--- config.mk ---
export PLATFORM = sky130hd
export DESIGN_NAME = hall_commutator
export DESIGN_NICKNAME = d
export VERILOG_FILES = /design/src/rtl/hall_seq_pkg.sv /design/src/rtl/hall_sync.sv /design/src/rtl/hall_decode.sv /design/src/rtl/sector_latch.sv /design/src/rtl/gate_driver.sv /design/src/rtl/hall_commutator.sv
export SDC_FILE = /design/constraint.sdc
export NUM_CORES = 1
export LEC_CHECK = 0
export ABC_AREA = 1
export CORE_MARGIN = 2
export CORE_UTILIZATION = 40
export DETAILED_ROUTE_END_ITERATION = 8
export PLACE_DENSITY = 0.66
export RECOVER_POWER = 50
export SLEW_MARGIN = 25
export SYNTH_ARGS = -nofsm -noshare
export SYNTH_HDL_FRONTEND = slang
export SYNTH_SLANG_ARGS = --single-unit
export TNS_END_PERCENT = 50
--- constraint.sdc ---
create_clock -name clk -period 1.1 [get_ports clk]
set_input_delay 0.275 -clock clk [delete_from_list [all_inputs] [get_ports clk]]
set_output_delay 0.275 -clock clk [all_outputs]
set_load 0.01 [all_outputs]
--- src/rtl/hall_seq_pkg.sv ---
package hall_seq_pkg;
  localparam int PHASES = 3;
  localparam int HALL_W = 3;

  typedef struct packed {
    logic [PHASES-1:0] top;      // active high-side switch (one-hot)
    logic [PHASES-1:0] bot;      // active low-side switch (one-hot)
    logic              chop_top; // 1: high side chopped, 0: low side chopped
    logic              bad;      // invalid sensor code
  } drive_pat_t;

  localparam drive_pat_t PAT_IDLE = '{top: '0, bot: '0, chop_top: 1'b0, bad: 1'b0};
endpackage

--- src/rtl/hall_sync.sv ---
module hall_sync #(
  parameter int W      = 3,
  parameter int STAGES = 2
) (
  input  logic         clk,
  input  logic         rst,
  input  logic [W-1:0] d_i,
  output logic [W-1:0] q_o
);
  logic [W-1:0] chain [STAGES];

  generate
    for (genvar s = 0; s < STAGES; s++) begin : g_stage
      always_ff @(posedge clk) begin
        if (rst) chain[s] <= '0;
        else if (s == 0) chain[s] <= d_i;
        else chain[s] <= chain[(s == 0) ? 0 : s-1];
      end
    end
  endgenerate

  assign q_o = chain[STAGES-1];
endmodule

--- src/rtl/hall_decode.sv ---
module hall_decode
  import hall_seq_pkg::*;
(
  input  logic [HALL_W-1:0] code_i,
  output drive_pat_t        pat_o
);
  always_comb begin
    pat_o = PAT_IDLE;
    unique case (code_i)
      3'b001: begin pat_o.top = 3'b010; pat_o.bot = 3'b001; pat_o.chop_top = 1'b0; end
      3'b101: begin pat_o.top = 3'b100; pat_o.bot = 3'b001; pat_o.chop_top = 1'b1; end
      3'b100: begin pat_o.top = 3'b100; pat_o.bot = 3'b010; pat_o.chop_top = 1'b0; end
      3'b110: begin pat_o.top = 3'b001; pat_o.bot = 3'b010; pat_o.chop_top = 1'b1; end
      3'b010: begin pat_o.top = 3'b001; pat_o.bot = 3'b100; pat_o.chop_top = 1'b0; end
      3'b011: begin pat_o.top = 3'b010; pat_o.bot = 3'b100; pat_o.chop_top = 1'b1; end
      default: pat_o.bad = 1'b1;
    endcase
  end
endmodule

--- src/rtl/sector_latch.sv ---
module sector_latch
  import hall_seq_pkg::*;
(
  input  logic       clk,
  input  logic       rst,
  input  logic       tick_i,
  input  drive_pat_t pat_i,
  output drive_pat_t pat_o
);
  always_ff @(posedge clk) begin
    if (rst) pat_o <= PAT_IDLE;
    else if (tick_i) pat_o <= pat_i;
  end

  // sector held between period boundaries
  p_sector_hold_r4: assert property (@(posedge clk) disable iff (rst)
    !tick_i |=> $stable(pat_o));
endmodule

--- src/rtl/gate_driver.sv ---
module gate_driver
  import hall_seq_pkg::*;
(
  input  logic              clk,
  input  logic              rst,
  input  logic              en_i,
  input  logic              pwm_i,
  input  drive_pat_t        pat_i,
  output logic [PHASES-1:0] top_o,
  output logic [PHASES-1:0] bot_o
);
  logic [PHASES-1:0] top_d, bot_d;

  generate
    for (genvar p = 0; p < PHASES; p++) begin : g_phase
      assign top_d[p] = en_i && pat_i.top[p] && (pat_i.chop_top ? pwm_i : 1'b1);
      assign bot_d[p] = en_i && pat_i.bot[p] && (pat_i.chop_top ? 1'b1 : pwm_i);

      // no shoot-through within a phase leg
      p_no_shoot_r6: assert property (@(posedge clk) disable iff (rst)
        !(top_o[p] && bot_o[p]));
    end
  endgenerate

  always_ff @(posedge clk) begin
    if (rst) begin
      top_o <= '0;
      bot_o <= '0;
    end else begin
      top_o <= top_d;
      bot_o <= bot_d;
    end
  end

  // at most one high-side and one low-side switch on
  p_single_pair_r6: assert property (@(posedge clk) disable iff (rst)
    $onehot0(top_o) && $onehot0(bot_o));

  // disable turns every switch off on the next cycle
  p_disable_off_r5: assert property (@(posedge clk) disable iff (rst)
    !en_i |=> (top_o == '0 && bot_o == '0));

  // an invalid sector yields no drive
  p_fault_quiet_r3: assert property (@(posedge clk) disable iff (rst)
    pat_i.bad |=> (top_o == '0 && bot_o == '0));
endmodule

--- src/rtl/hall_commutator.sv ---
module hall_commutator
  import hall_seq_pkg::*;
#(
  parameter int SYNC_STAGES = 2
) (
  input  logic              clk,
  input  logic              rst,
  input  logic              en_i,
  input  logic [HALL_W-1:0] hall_i,
  input  logic              pwm_i,
  input  logic              period_tick_i,
  output logic [PHASES-1:0] top_o,
  output logic [PHASES-1:0] bot_o,
  output logic              fault_o
);
  logic [HALL_W-1:0] hall_s;
  drive_pat_t        pat_next, pat_q;

  hall_sync #(.W(HALL_W), .STAGES(SYNC_STAGES)) u_sync (
    .clk(clk), .rst(rst), .d_i(hall_i), .q_o(hall_s)
  );

  hall_decode u_dec (.code_i(hall_s), .pat_o(pat_next));

  sector_latch u_latch (
    .clk(clk), .rst(rst), .tick_i(period_tick_i), .pat_i(pat_next), .pat_o(pat_q)
  );

  gate_driver u_drv (
    .clk(clk), .rst(rst), .en_i(en_i), .pwm_i(pwm_i), .pat_i(pat_q),
    .top_o(top_o), .bot_o(bot_o)
  );

  assign fault_o = pat_q.bad;
endmodule

==> reports/results.txt <==
total vias in the final route -> 554
startpoint of the worst-slack reg-to-reg timing path -> u_sync.chain[1][0]$_SDFF_PP0_
Sum Neg Setup Slack -> 0 ns
worst hold margin -> 0.3560 ns
CP top delay family -> flip-flops
wire length of the first global-routing pass -> 1835 microns
Sink Count -> 20
detailed-route wire length per cell -> 9.358 microns
count of routing violations after the opening detailed-route iteration -> 11
power share of the sequential group -> 58.9%
number of buffers on the longest clock path -> 2
Core ar. -> 1541 sq um
launch point of the critical path -> u_latch.pat_o[0]$_SDFFE_PP0P_
post-detailed-routing wire length -> 1123 microns
worst hold path startpoint -> period_tick_i
number of nets in the finished design -> 113
DRC violation count after routing -> 0
Hold Path Cell Cnt -> 2
netlist area before placement -> 674.4 sq um
largest voltage drop on the vdd net -> 0.0008986 V
HPWL after detailed placement -> 821.8 microns
max_cap viols -> 0
post-synthesis sequential element count -> 20
H-tree lvl count -> 1
area of combinational cells with multiple inputs -> 209.0 sq um
kind of critical path -> flip-flop to output port
number of buffer and inverter stages on the critical path -> 1
Register-to-Register Path Depth -> 6
Max Fanout on Critical Path -> 2
mean instance size in the synthesized netlist -> 8.224 sq um
run status -> completed
Slowest Stage Delay on Critical Path -> 0.33 ns
count of fill cells added during filler insertion -> 141
DIE AREA -> 2030 sq um
launching element type of the critical path -> flip-flop
worst path cell trace -> buf_2
Layout Area Growth over Synthesis -> 28.94%
setup violators final -> 0
register clock-pin slew on the reported worst setup and hold paths -> 0.11 ns
Antenna Violating Nets Remaining -> 0
layout cells sized above 1 -> 19.23%
signal arrival time at the worst endpoint -> 0.75 ns
antenna diode count -> 0
Root Buffer Master -> sky130_fd_sc_hd__clkbuf_4
worst setup slack after layout -> 0.07122 ns
number of distinct library cells after synthesis -> 16
power spent charging and discharging nets -> 286.8 uW
Ys Warns -> 0
actual transition at the worst max-transition pin -> 0.2927 ns
Combinational Power Share -> 9.1%
floorplan die width -> 45.06 microns
critical path endpoint category -> output port
I/O pin count -> 15
DR vias/cell -> 4.617
switching share of total power -> 22.01%
CTS Buf Count -> 3
cell count along the critical path -> 1
utilization of the core after routing -> 56.41%
power density over the cells -> 1498 nW/um^2
antenna violations before repair -> 0
Post-CTS Hold Buffers -> 0
setup repair after global routing missed its margin -> no
Post-Route Skew -> 0.005626 ns
final cell count without fillers -> 120
required arrival time at the worst endpoint -> 0.82 ns
post-place setup slack -> -0.2769 ns
Final Hold Violating Endpoints -> 0
via count of the first global-routing pass -> 470
Cells after DPL -> 116
HP Class -> input port to flip-flop
latest clock arrival within the worst-skew pair -> 0.30 ns
RD Place Congestion -> 0.8008
static leakage power -> 0.3970 nW
initial core utilization -> 43.75%
clock period minus worst slack -> 1.029 ns
clock tree from TritonCTS -> yes
net count after synthesis -> 90
drt pass-1 iters -> 4
overall fraction of global-route tracks in use -> 12.85%
max-slew violation count -> 0
maximum achievable frequency -> 972.0 MHz
sequential-to-total area share from yosys stat -> 59.37%
maximum number of pins on one net before global-route repair -> 12
Period Utilization, post-route -> 93.53%
total number of placement rows -> 14
area taken by flip-flops and latches -> 401.6 sq um
floorplan die height -> 45.06 microns
Port-buffer cells -> 14
share of total power in the clock network -> 32.0%
total congestion overflow -> 0
internal power of the cells -> 1.016 mW
Mapped Cells -> 82
Rel. slew slack -> 80.45%
Crit-path slowest cell -> sky130_fd_sc_hd__dfxtp_2
[cell usage after synthesis]
master	count	area (sq um)
sky130_fd_sc_hd__inv_1	11	41.29
sky130_fd_sc_hd__nor3_1	1	5.000
sky130_fd_sc_hd__nor2_1	12	45.04
sky130_fd_sc_hd__clkinv_1	1	3.750
sky130_fd_sc_hd__a21oi_2	1	8.760
sky130_fd_sc_hd__o21ai_1	1	5.000
sky130_fd_sc_hd__buf_6	1	11.26
sky130_fd_sc_hd__buf_2	1	5.000
sky130_fd_sc_hd__inv_2	1	3.750
sky130_fd_sc_hd__o32ai_1	1	8.760
sky130_fd_sc_hd__nand2_1	17	63.81
sky130_fd_sc_hd__o21ai_0	6	30.03
sky130_fd_sc_hd__nand3_1	1	5.000
sky130_fd_sc_hd__a211oi_1	1	7.510
sky130_fd_sc_hd__dfxtp_1	20	400.4
sky130_fd_sc_hd__a21oi_1	6	30.03
[cells by family (layout without fill, tap and decap cells)]
kind of cell,Yosys count,after routing,synth area share (%)
buffers and inverters,15,37,9.646
AOI/OAI and AO/OA,16,16,13.36
DFF,20,20,59.37
and+or+nand+nor,31,31,17.62
[power by group through the flow]
stage / Combinational [mW] / Sequential, mW / Clock (mW)
final: 0.118 / 0.767 / 0.418
after CTS: 0.121 / 0.767 / 0.437
after detailed placement: 0.125 / 0.784 / 0
after global routing: 0.134 / 0.771 / 0.466
after floorplan: 0.0588 / 0.784 / 0
after global placement: 0.123 / 0.783 / 0
[placed cells by master, fill, tap and decap left out, types with 3 or more instances in the layout]
master,instances
sky130_fd_sc_hd__o21ai_0,6
sky130_fd_sc_hd__inv_1,12
sky130_fd_sc_hd__buf_2,7
sky130_fd_sc_hd__dfxtp_1,19
sky130_fd_sc_hd__a21oi_1,6
sky130_fd_sc_hd__clkbuf_4,3
sky130_fd_sc_hd__buf_4,5
sky130_fd_sc_hd__nand2_1,17
sky130_fd_sc_hd__clkdlybuf4s50_1,6
sky130_fd_sc_hd__nor2_1,12
[per-stage QoR]
stage | total power [mW] | instance area (sq um)
2_1_floorplan | 0.8430 | 674.4
3_3_place_gp | 0.9065 | 863.3
3_5_place_dp | 0.9090 | 863.3
4_1_cts | 1.325 | 872.1
5_1_grt | 1.371 | 869.6
6_report | 1.303 | 869.6
[timing repair]
| item | CTS | global route |
|---|---|---|
| setup endpoints to repair | 7 | 3 |
| gates cloned | 0 | 0 |
| buffers inserted | 0 | 0 |
| hold endpoints to repair | 0 | 0 |
| resized for setup | 28 | 3 |
[worst paths after layout]
check	end	slack, ns
worst max-delay path	fault_o	0.07
worst min-delay path	u_latch.pat_o[3]$_SDFFE_PP0P_	0.36
worst max register to register	u_latch.pat_o[1]$_SDFFE_PP0P_	0.18
worst min register to register	u_sync.chain[1][0]$_SDFF_PP0_	0.41
[cell type report]
| class | count | share of cell area (%) |
|---|---|---|
| Inverter | 13 | 6.043 |
| Clock buffer | 4 | 4.173 |
| Sequential cell | 20 | 46.19 |
| Tap cell | 16 | 2.302 |
| Multi-Input combinational cell | 47 | 24.03 |
| Timing Repair Buffer | 20 | 17.27 |
[sequential cells by signal, indices dropped and copies added, names as in the netlist]
signal and cells:
u_latch.pat_o 8, u_sync.chain 6, u_drv.bot_o 3, u_drv.top_o 3
[metal layers]
| layer | track usage, % | wire length [microns] |
|---|---|---|
| met1 | 14.96 | 504 |
| met2 | 20.29 | 497 |
| met3 | 6.000 | 101 |
| met4 | 5.294 | 19 |
| met5 | 0 | 0 |
(Power assumes the default switching activity.)
